===== src/rtl/sdr_burst_pkg.sv =====
package sdr_burst_pkg;

   // One read beat travelling through the CAS latency pipeline.
   typedef struct packed {
      logic vld;
      logic last;
   } rd_tok_t;

   typedef enum logic {
      DIR_RD = 1'b0,
      DIR_WR = 1'b1
   } dir_e;

endpackage


===== src/rtl/sdr_burst_seq.sv =====
// Beat sequencer: holds the active burst, counts beats and forms the column.
module sdr_burst_seq #(
   parameter int COL_W  = 8,
   parameter int MAX_BL = 8,
   parameter int ILV_EN = 1,
   parameter int IDX_W  = 3,
   parameter int BLC_W  = 2
) (
   input  logic             clk,
   input  logic             rst_n,
   input  logic             stall,
   input  logic             go,
   input  logic             go_wr,
   input  logic [BLC_W-1:0] go_blc,
   input  logic             go_ilv,
   input  logic [COL_W-1:0] go_col,
   output logic             beat,
   output logic             beat_wr,
   output logic             beat_last,
   output logic [COL_W-1:0] col
);
   import sdr_burst_pkg::*;

   generate
      if (IDX_W != $clog2(MAX_BL)) begin : g_bad_idx
         $error("sdr_burst_seq: IDX_W does not match MAX_BL");
      end
   endgenerate

   logic             act_q;
   dir_e             dir_q;
   logic [IDX_W-1:0] idx_q;
   logic [BLC_W-1:0] blc_q;
   logic             ilv_q;
   logic [COL_W-1:0] start_q;
   logic [IDX_W-1:0] last_idx;
   logic             at_last;

   assign last_idx = IDX_W'((1 << blc_q) - 1);
   assign at_last  = (idx_q == last_idx);

   always_ff @(posedge clk or negedge rst_n) begin
      if (!rst_n) begin
         act_q   <= 1'b0;
         dir_q   <= DIR_RD;
         idx_q   <= '0;
         blc_q   <= '0;
         ilv_q   <= 1'b0;
         start_q <= '0;
      end else if (!stall) begin
         if (go) begin
            act_q   <= 1'b1;
            dir_q   <= go_wr ? DIR_WR : DIR_RD;
            idx_q   <= '0;
            blc_q   <= go_blc;
            ilv_q   <= go_ilv;
            start_q <= go_col;
         end else if (act_q) begin
            if (at_last) act_q <= 1'b0;
            else         idx_q <= idx_q + IDX_W'(1);
         end
      end
   end

   // Column: low bits inside the burst window move, the rest stay put.
   logic [COL_W-1:0] idx_ext;
   logic [COL_W-1:0] wrap_mask;
   logic [COL_W-1:0] low_seq;
   logic [COL_W-1:0] low_sel;

   assign idx_ext = COL_W'(idx_q);
   assign low_seq = start_q + idx_ext;

   always_comb begin
      for (int b = 0; b < COL_W; b++) begin
         wrap_mask[b] = (b < int'(blc_q));
      end
   end

   generate
      if (ILV_EN != 0) begin : g_ilv
         assign low_sel = ilv_q ? (start_q ^ idx_ext) : low_seq;
      end else begin : g_seq_only
         assign low_sel = low_seq;
      end
   endgenerate

   assign col       = (start_q & ~wrap_mask) | (low_sel & wrap_mask);
   assign beat      = act_q & ~stall;
   assign beat_wr   = beat & (dir_q == DIR_WR);
   assign beat_last = at_last;

endmodule


===== src/rtl/sdr_lane_gate.sv =====
// Byte-lane write enables with zero-latency masks, and the frozen data bus.
module sdr_lane_gate #(
   parameter int DATA_W = 96,
   parameter int LANES  = 12
) (
   input  logic              clk,
   input  logic              rst_n,
   input  logic              stall,
   input  logic              wr_beat,
   input  logic              mask_lo,
   input  logic              mask_hi,
   input  logic [DATA_W-1:0] wdata,
   output logic [LANES-1:0]  byte_we,
   output logic [DATA_W-1:0] arr_wdata
);

   generate
      for (genvar g = 0; g < LANES; g++) begin : g_lane
         if (g % 2 == 0) begin : g_even
            assign byte_we[g] = wr_beat & ~mask_lo;
         end else begin : g_odd
            assign byte_we[g] = wr_beat & ~mask_hi;
         end
      end
   endgenerate

   logic [DATA_W-1:0] frozen_q;

   assign arr_wdata = stall ? frozen_q : wdata;

   always_ff @(posedge clk or negedge rst_n) begin
      if (!rst_n) frozen_q <= '0;
      else        frozen_q <= arr_wdata;
   end

endmodule


===== src/rtl/sdr_rd_pipe.sv =====
// CAS latency pipeline for read beats, frozen while suspended.
module sdr_rd_pipe #(
   parameter int MAX_CL = 3,
   parameter int CL_W   = 2
) (
   input  logic                    clk,
   input  logic                    rst_n,
   input  logic                    stall,
   input  sdr_burst_pkg::rd_tok_t  issue,
   input  logic [CL_W-1:0]         cl,
   output sdr_burst_pkg::rd_tok_t  out
);
   import sdr_burst_pkg::*;

   generate
      if (MAX_CL == 1) begin : g_direct
         logic unused_cl;
         assign unused_cl = ^{cl, clk, rst_n, stall};
         assign out       = issue;
      end else begin : g_stages
         rd_tok_t stg_q [1:MAX_CL-1];
         rd_tok_t tap;

         always_ff @(posedge clk or negedge rst_n) begin
            if (!rst_n) begin
               for (int j = 1; j < MAX_CL; j++) stg_q[j] <= '0;
            end else if (!stall) begin
               stg_q[1] <= issue;
               for (int j = 2; j < MAX_CL; j++) stg_q[j] <= stg_q[j-1];
            end
         end

         always_comb begin
            tap = issue;
            for (int j = 1; j < MAX_CL; j++) begin
               if (cl == CL_W'(j + 1)) tap = stg_q[j];
            end
         end

         assign out.vld  = tap.vld  & ~stall;
         assign out.last = tap.last & ~stall;
      end
   endgenerate

endmodule


===== src/rtl/sdr_burst_path.sv =====
// Burst data engine for a wide SDRAM data bus.
module sdr_burst_path #(
   parameter int DATA_W = 96,
   parameter int LANE_W = 8,
   parameter int COL_W  = 8,
   parameter int MAX_BL = 8,
   parameter int MAX_CL = 3,
   parameter int ILV_EN = 1,
   localparam int LANES = DATA_W / LANE_W,
   localparam int IDX_W = $clog2(MAX_BL),
   localparam int BLC_W = $clog2(IDX_W + 1),
   localparam int CL_W  = $clog2(MAX_CL + 1)
) (
   input  logic              clk,
   input  logic              rst_n,
   input  logic              cmd_go,
   input  logic              cmd_wr,
   input  logic [BLC_W-1:0]  cmd_blen,
   input  logic [CL_W-1:0]   cmd_cl,
   input  logic              cmd_ilv,
   input  logic [COL_W-1:0]  cmd_col,
   input  logic              mask_lo,
   input  logic              mask_hi,
   input  logic              cke,
   input  logic [DATA_W-1:0] wdata,
   output logic [LANES-1:0]  byte_we,
   output logic [COL_W-1:0]  col_off,
   output logic [DATA_W-1:0] arr_wdata,
   output logic              rd_valid,
   output logic              burst_done
);
   import sdr_burst_pkg::*;

   generate
      if (DATA_W % LANE_W != 0) begin : g_bad_lane
         $error("sdr_burst_path: DATA_W must be a multiple of LANE_W");
      end
      if (LANES % 2 != 0) begin : g_bad_pair
         $error("sdr_burst_path: two masks need an even lane count");
      end
      if (MAX_BL < 2 || (MAX_BL & (MAX_BL - 1)) != 0) begin : g_bad_bl
         $error("sdr_burst_path: MAX_BL must be a power of two, at least 2");
      end
      if (MAX_BL > (1 << COL_W)) begin : g_bad_col
         $error("sdr_burst_path: burst window wider than the column");
      end
      if (MAX_CL < 1) begin : g_bad_cl
         $error("sdr_burst_path: MAX_CL must be at least 1");
      end
   endgenerate

   // Suspend: cke seen low makes the following cycle a frozen one.
   logic hold_q;
   always_ff @(posedge clk or negedge rst_n) begin
      if (!rst_n) hold_q <= 1'b0;
      else        hold_q <= ~cke;
   end

   logic [CL_W-1:0] cl_q;
   always_ff @(posedge clk or negedge rst_n) begin
      if (!rst_n)                cl_q <= CL_W'(1);
      else if (!hold_q && cmd_go) cl_q <= cmd_cl;
   end

   logic beat;
   logic wr_beat;
   logic beat_last;

   sdr_burst_seq #(
      .COL_W  (COL_W),
      .MAX_BL (MAX_BL),
      .ILV_EN (ILV_EN),
      .IDX_W  (IDX_W),
      .BLC_W  (BLC_W)
   ) u_seq (
      .clk       (clk),
      .rst_n     (rst_n),
      .stall     (hold_q),
      .go        (cmd_go),
      .go_wr     (cmd_wr),
      .go_blc    (cmd_blen),
      .go_ilv    (cmd_ilv),
      .go_col    (cmd_col),
      .beat      (beat),
      .beat_wr   (wr_beat),
      .beat_last (beat_last),
      .col       (col_off)
   );

   sdr_lane_gate #(
      .DATA_W (DATA_W),
      .LANES  (LANES)
   ) u_lanes (
      .clk       (clk),
      .rst_n     (rst_n),
      .stall     (hold_q),
      .wr_beat   (wr_beat),
      .mask_lo   (mask_lo),
      .mask_hi   (mask_hi),
      .wdata     (wdata),
      .byte_we   (byte_we),
      .arr_wdata (arr_wdata)
   );

   rd_tok_t rd_issue;
   rd_tok_t rd_out;

   assign rd_issue.vld  = beat & ~wr_beat;
   assign rd_issue.last = beat & ~wr_beat & beat_last;

   sdr_rd_pipe #(
      .MAX_CL (MAX_CL),
      .CL_W   (CL_W)
   ) u_rdpipe (
      .clk   (clk),
      .rst_n (rst_n),
      .stall (hold_q),
      .issue (rd_issue),
      .cl    (cl_q),
      .out   (rd_out)
   );

   assign rd_valid   = rd_out.vld;
   assign burst_done = (wr_beat & beat_last) | (rd_out.vld & rd_out.last);

endmodule


===== config.mk =====
export PLATFORM = sky130hd
export DESIGN_NAME = sdr_burst_path
export DESIGN_NICKNAME = d
export VERILOG_FILES = /design/src/rtl/sdr_burst_pkg.sv /design/src/rtl/sdr_burst_seq.sv /design/src/rtl/sdr_lane_gate.sv /design/src/rtl/sdr_rd_pipe.sv /design/src/rtl/sdr_burst_path.sv
export SDC_FILE = /design/constraint.sdc
export NUM_CORES = 1
export LEC_CHECK = 0
export BUFFER_PORTS_ARGS = -buffer_cell sky130_fd_sc_hd__buf_2
export CORE_MARGIN = 3
export CORE_UTILIZATION = 45
export DETAILED_ROUTE_END_ITERATION = 6
export GPL_ROUTABILITY_DRIVEN = 0
export PLACE_DENSITY = 0.9
export SYNTH_ARGS = -nofsm -noshare
export SYNTH_HDL_FRONTEND = slang
export SYNTH_SLANG_ARGS = --single-unit
export TNS_END_PERCENT = 10

===== constraint.sdc =====
create_clock -name clk -period 2.2 [get_ports clk]
set_input_delay 0.44 -clock clk [delete_from_list [all_inputs] [get_ports clk]]
set_output_delay 0.44 -clock clk [all_outputs]
set_load 0.1 [all_outputs]

# Yosys cells after proc, flatten, opt, wreduce, memory -nomap -nowiden
# Cells that the tools add are included.
word_totals:
  register_bits: 119
  out_inout_bits: 118
  word_cells: 61
  in_bits: 116
classes:
  bitwise_logic: 21
  shift: 1
  muxes: 11
  add_sub_neg: 3
  n_lt_le_gt_ge: 3
  eq_ne: 4
  n_reduce_logical: 5
op_table:
  columns: ["op", "count"]
  rows:
  - ["two-way mux 96 bit", 1]
  - ["AND 1 bit", 10]
  - ["two-way mux 3 bit", 3]
  - ["adder 8 x 3 -> 8 bit", 1]
  - ["AND 8 x 3 -> 8 bit", 1]
  - ["AND 8 bit", 1]
  - ["two-way mux 8 bit", 1]
  - ["NOT 3 -> 8 bit", 1]
  - ["OR 8 bit", 1]
  - ["bitwise XOR 8 x 3 -> 8 bit", 1]
  - ["NOT 1 bit", 5]
  - ["== test 2 bit, second input constant", 2]
  - ["< comparator 1 x 2 -> 1 bit, first input constant", 2]
  - ["two-way mux 1 bit", 4]
  - ["two-way mux 2 bit", 2]
  - ["adder 3 x 1 -> 3 bit, second input constant", 1]
  - ["== test 3 bit", 1]
  - ["AND reduction 3 bit", 1]
  - ["left shift 1 x 2 -> 3 bit, first input constant", 1]
  - ["subtractor 3 x 2 -> 3 bit, second input constant", 1]
  - ["< comparator 2 bit, first input constant", 1]
  - ["inequality test 2 bit, second input constant", 1]
  - ["AND reduction 2 bit", 1]
  - ["nonzero test 2 bit", 1]
  - ["other kinds (3)", 3]

# Logic depth before layout (Yosys ltp)
logic_depth:
  word_depth: 11
  ltp_mapped: 6
  depth_no_buf: 6

# Hierarchy
# Synthesis repeated with hierarchy kept, for this count alone.
unflattened:
  hier_cells: 334
  hier_area_um2: 5034.8
by_module_without_submodules:
  columns: ["mod", "cells_each", "area_per_inst_um2", "seq_area_each_um2", "n_inst"]
  rows:
  - ["sdr_lane_gate", 215, 3852.4, 2402.3, 1]
  - ["sdr_burst_seq", 95, 849.6, 400.4, 1]
  - ["sdr_rd_pipe", 14, 187.7, 100.1, 1]
  - ["sdr_burst_path", 10, 145.1, 76.3, 1]

# Worst setup path after synthesis
# OpenSTA, ideal clock, no wires.
synth_path:
  kind: "register -> output"
  startpoint: "reg u_seq.blc_q[1]"
  endpoint: "out burst_done"
  required_ns: 1.760
  path_stages_with_launch: 6
  setup_slack_ns: -1.047
  arrival_ns: 2.807
  n_path_buf: 1
  cell_sequence: "dfrtp_1 buf_2 or3_4 o32ai_4 o221ai_1 a21oi_1"
synth_via:
  elab_chain_len: 9
  elab_cells_between_ends: 10
  cone_classes: "add/sub: 1; eq/ne: 1; shift: 1; mux: 2; bitwise: 5"
synth_lines:
  columns: ["item", "line_no", "text"]
  rows:
  - ["from (decl)", "sdr_burst_seq.sv:33", "logic [BLC_W-1:0] blc_q;"]
  - ["from (signal assigned)", "sdr_burst_seq.sv:55", "blc_q <= go_blc;"]
  - ["left shift 1 x 2 -> 3 bit (*)", "sdr_burst_seq.sv:39", "assign last_idx = IDX_W'((1 << blc_q) - 1);"]
  - ["subtractor 3 x 2 -> 3 bit (*)", "sdr_burst_seq.sv:39", null]
  - ["== test 3 bit (*)", "sdr_burst_seq.sv:40", "assign at_last = (idx_q == last_idx);"]
  - ["AND 1 bit", "sdr_burst_path.sv:109", "assign rd_issue.last = beat & ~wr_beat & beat_last;"]
  - ["two-way mux 2 bit (2 in series)", "sdr_rd_pipe.sv:36", "if (cl == CL_W'(j + 1)) tap = stg_q[j];"]
  - ["AND 1 bit", "sdr_rd_pipe.sv:41", "assign out.last = tap.last & ~stall;"]
  - ["AND 1 bit", "sdr_burst_path.sv:124", "assign burst_done = (wr_beat & beat_last) | (rd_out.vld & rd_out.last);"]
  - ["OR 1 bit (*)", "sdr_burst_path.sv:124", null]
  - ["to (decl)", "sdr_burst_path.sv:30", "output logic burst_done"]
# Mark *: on every way between the ends. The rest lies on a longest branch, timed or not.

# Final worst setup path
layout_path:
  startpoint: "reg u_seq.start_q[0]"
  endpoint: "out col_off[2]"
layout_via:
  elab_chain_len: 4
layout_lines:
  columns: ["item", "line_no", "text"]
  rows:
  - ["from (decl)", "sdr_burst_seq.sv:35", "logic [COL_W-1:0] start_q;"]
  - ["from (signal assigned)", "sdr_burst_seq.sv:57", "start_q <= go_col;"]
  - ["adder 8 x 3 -> 8 bit", "sdr_burst_seq.sv:72", "assign low_seq = start_q + idx_ext;"]
  - ["two-way mux 8 bit", "sdr_burst_seq.sv:82", "assign low_sel = ilv_q ? (start_q ^ idx_ext) : low_seq;"]
  - ["AND 8 x 3 -> 8 bit", "sdr_burst_seq.sv:88", "assign col = (start_q & ~wrap_mask) | (low_sel & wrap_mask);"]
  - ["OR 8 bit", "sdr_burst_seq.sv:88", null]
  - ["to (decl)", "sdr_burst_path.sv:27", "output logic [COL_W-1:0] col_off,"]
# No other way between the ends.

==> reports/qor.csv <==
stage,metric,value,unit
worst_setup_path,r2r_end,u_seq.idx_q[2]$_DFFE_PN0P_,
grt,grt_max_degree,120,
power_and_ir_drop,clockPowerShare,29.8,%
detailed_routing,viasPerCell,5.195,
grt,grt_overflow_total,0,
detailed_routing,top_layer,met4,
cells_and_area,drive_gt1_share,72.81,%
floorplan,ioPinCount,234,
timing,min_period,2.567,ns
cells_and_area,final_nets,690,
detailed_routing,remaining_drc_errors,0,
worst_setup_path,required,1.76,ns
grt,grt_pass1_vias,3910,
power_and_ir_drop,powerDensity,1112,nW/um2
yosys,async_flop_share,100.0,%
worst_setup_path,critPathKind,reg -> out,
power_and_ir_drop,switching_power,3.636,mW
yosys,ys_types,34,
detailed_routing,dr.pass1.iters,4,
yosys,synth_ff_type,dfrtp_1,
place,dp_cells,677,
power_and_ir_drop,ir_drop,0.7394,mV
floorplan,core,10420,um2
timing,fin_ws,-0.3669,ns
clocking,ctsHtreeMaxLevel,4,
run_status,violations,setup timing,
timing,max_slew.worst_pin.slew,0.6508,ns
timing,clock_skew,0.01317,ns
timing,fmax,0.3896,GHz
worst_setup_path,reg2reg_depth,6,
clocking,clock-root-buffer,clkbuf_8,
yosys,ys_seq_area_share,61.04,%
cells_and_area,areaGrowthSynthToFinish,65.65,%
floorplan,fp.dieH,110.1,um
min_path,hp-class,in -> async,
detailed_routing,wl_met1,5211,um
power_and_ir_drop,internal_power,5.355,mW
grt,grt.total_usage,20.55,%
detailed_routing,first_iter_violations,156,
power_and_ir_drop,combPwrFrac,41.0,%
yosys,ys_warn_count,0,
worst_setup_path,crit_fanout,2,
yosys,synth-seq-cells,119,
clocking,cts.sinks,119,
cells_and_area,fillers,576,
worst_setup_path,critPathCaptureType,output port,
clocking,cts_buffers,17,
detailed_routing,dr_wl_met2,8438,um
floorplan,rows,37,
yosys,syn_nets,447,
timing,relSlewSlack,56.61,%
power_and_ir_drop,pwr-share-seq,29.2,%
worst_setup_path,r2r_start,u_seq.idx_q[1]$_DFFE_PN0P_,
yosys,netlist_instances,327,
timing,drv_slew,0,
worst_setup_path,worstSetupStartpointType,flip-flop,
detailed_routing,wl_met3,1107,um
clocking,cts_tree,done,
clocking,cts_buffer_depth,2,
power_and_ir_drop,power.leakage,3.813,nW
grt,antenna_found_initial,0,
detailed_routing,wl_per_cell,21.10,um
detailed_routing,num_vias,3725,
yosys,avgSynthCellArea,14.93,um2
clocking,clock_latency,0.50,ns
floorplan,start_util,46.86,%
run,max_cap_viol_count,0,
grt,grt_pass1_wl,18970,um
floorplan,dieArea,12130,um2
power_and_ir_drop,p_sw_share,40.44,%
worst_setup_path,r2r_slack,0.39,ns
place,placement.io_buffers,233,
yosys,synth-edff-count,0,
run_status,status,"finished, violations left",
place,dpl_worst_slack,-0.004637,ns
cells_and_area,fin_cells,717,
floorplan,die_w,110.1,um
timing,hold_viol_final,0,
clocking,clkTransAtPathRegs,0.06,ns
place,place_hpwl,8870,um
detailed_routing,ant_nets,0,
yosys,syn_area,4881,um2
timing,setup_viol,112,
cells_and_area,diodes,0,
worst_setup_path,worstPathArrival,2.13,ns
timing,rsz0062_at_grt,yes,
detailed_routing,wl,15130,um
timing,period_share,116.7,%
==> power by group through the flow <==
stage               Combinational, mW  Clock, mW  Sequential [mW]
global route                     3.80       2.82             2.65
CTS                              3.29       2.68             2.60
floorplan                        2.50          0             2.58
global placement                 3.10          0             2.60
detailed placement               3.16          0             2.63
finish                           3.69       2.68             2.62
==> timing repair <==
action                                 CTS  global route
buffers inserted                         3             4
hold buffers                             0             0
pin swaps                                9             4
endpoints found under the hold margin    0             0
setup endpoints to repair              113           113
resized for setup                       52           243
gates cloned                             0             3
==> layer usage <==
layer,global-route usage (%),up-vias
li1,-,1615
met3,7.571,33
met1,22.13,1902
met2,36.74,175
met5,0,-
met4,7.740,0
==> worst max-delay path, stage by stage (launching register included) <==
cell and delay [ns]:
dfrtp_1 0.39, ha_2 0.19, fa_2 0.36, nand2b_4 0.09, xnor2_2 0.11, nand3_2 0.14
xnor2_4 0.17, buf_12 0.19
==> cell usage after synthesis (all sizes together) (4+ instances only) <==
| cell | count | area (um2) |
|---|---|---|
| mux2 | 113 | 1272 |
| nand2 | 7 | 26.28 |
| o21ai | 4 | 20.02 |
| dfrtp | 118 | 2953 |
| nor3 | 4 | 20.02 |
| nand3 | 4 | 20.02 |
| buf | 28 | 182.7 |
| nor2 | 8 | 30.03 |
| clkbuf | 4 | 15.01 |
| a21oi | 6 | 30.03 |
==> metrics by stage <==
stage | setup TNS [ns] | hold WS, ns | instance area (um2) | utilization, % | power [mW]
finish | -16.25 | 0.000005218 | 8085 | 77.62 | 8.991
global route | -23.43 | 0.06487 | 8085 | 77.62 | 9.269
CTS | -20.14 | 0.04459 | 7298 | 70.07 | 8.567
detailed placement | -0.004637 | 0.4801 | 6558 | 62.96 | 5.795
global placement | 0 | 0.4742 | 6558 | 62.96 | 5.707
floorplan | -3.402 | 0.1444 | 4922 | - | 5.084
==> registers in the layout (all words and copies together), names as in the netlist, 2 cells and up <==
signal	count
cl_q	2
u_lanes.frozen_q	96
u_rdpipe.g_stages.stg_q	4
u_seq.blc_q	2
u_seq.idx_q	3
u_seq.start_q	8
==> cells in the final DEF (no fill, tap or decap), drive strengths merged, types with 4 or more instances in the layout <==
cell type	instances
nor2	8
dfrtp	118
nor3	4
mux2	113
nand2	7
a21oi	6
clkbuf	24
o21ai	4
buf	254
nand3	4
==> cells by family (layout without fill, tap and decap cells) <==
kind of cell	after synthesis	count (layout)	share of synthesized area, %
flip-flops	119	119	61.04
multiplexers	114	114	26.28
buffers and inverters	35	289	4.281
AND/OR/NAND/NOR	34	34	3.692
AO/OA/AOI/OAI	19	19	3.179
adder cells (fa/ha/maj)	4	4	1.179
XOR/XNOR	2	2	0.3589
==> worst max-delay path by stage <==
stage | startpoint | to | slack, ns | depth (start not counted)
6_report | u_seq.start_q[0]$_DFFE_PN0P_ | col_off[2] | -0.37 | 7
4_1_cts | u_seq.idx_q[1]$_DFFE_PN0P_ | burst_done | -0.41 | 5
3_3_place_gp | u_seq.start_q[0]$_DFFE_PN0P_ | col_off[2] | 0.03 | 7
3_5_place_dp | u_seq.idx_q[1]$_DFFE_PN0P_ | burst_done | -0.005 | 5
2_1_floorplan | u_seq.act_q$_DFFE_PN0N_ | byte_we[10] | -0.28 | 4
5_1_grt | u_seq.start_q[0]$_DFFE_PN0P_ | col_off[2] | -0.46 | 7
==> layout make-up <==
| type | instances | area, um2 | area share (%) |
|---|---|---|---|
| Sequential cell | 119 | 2985 | 36.92 |
| Clock buffer | 22 | 473.0 | 5.850 |
| Tap cell | 136 | 170.2 | 2.105 |
| Inverter | 3 | 11.26 | 0.1393 |
| Multi-Input combinational cell | 173 | 1873 | 23.17 |
| Clock inverter | 8 | 97.59 | 1.207 |
| Timing Repair Buffer | 256 | 2475 | 30.61 |
No activity file was read; power rests on OpenSTA's default activity.
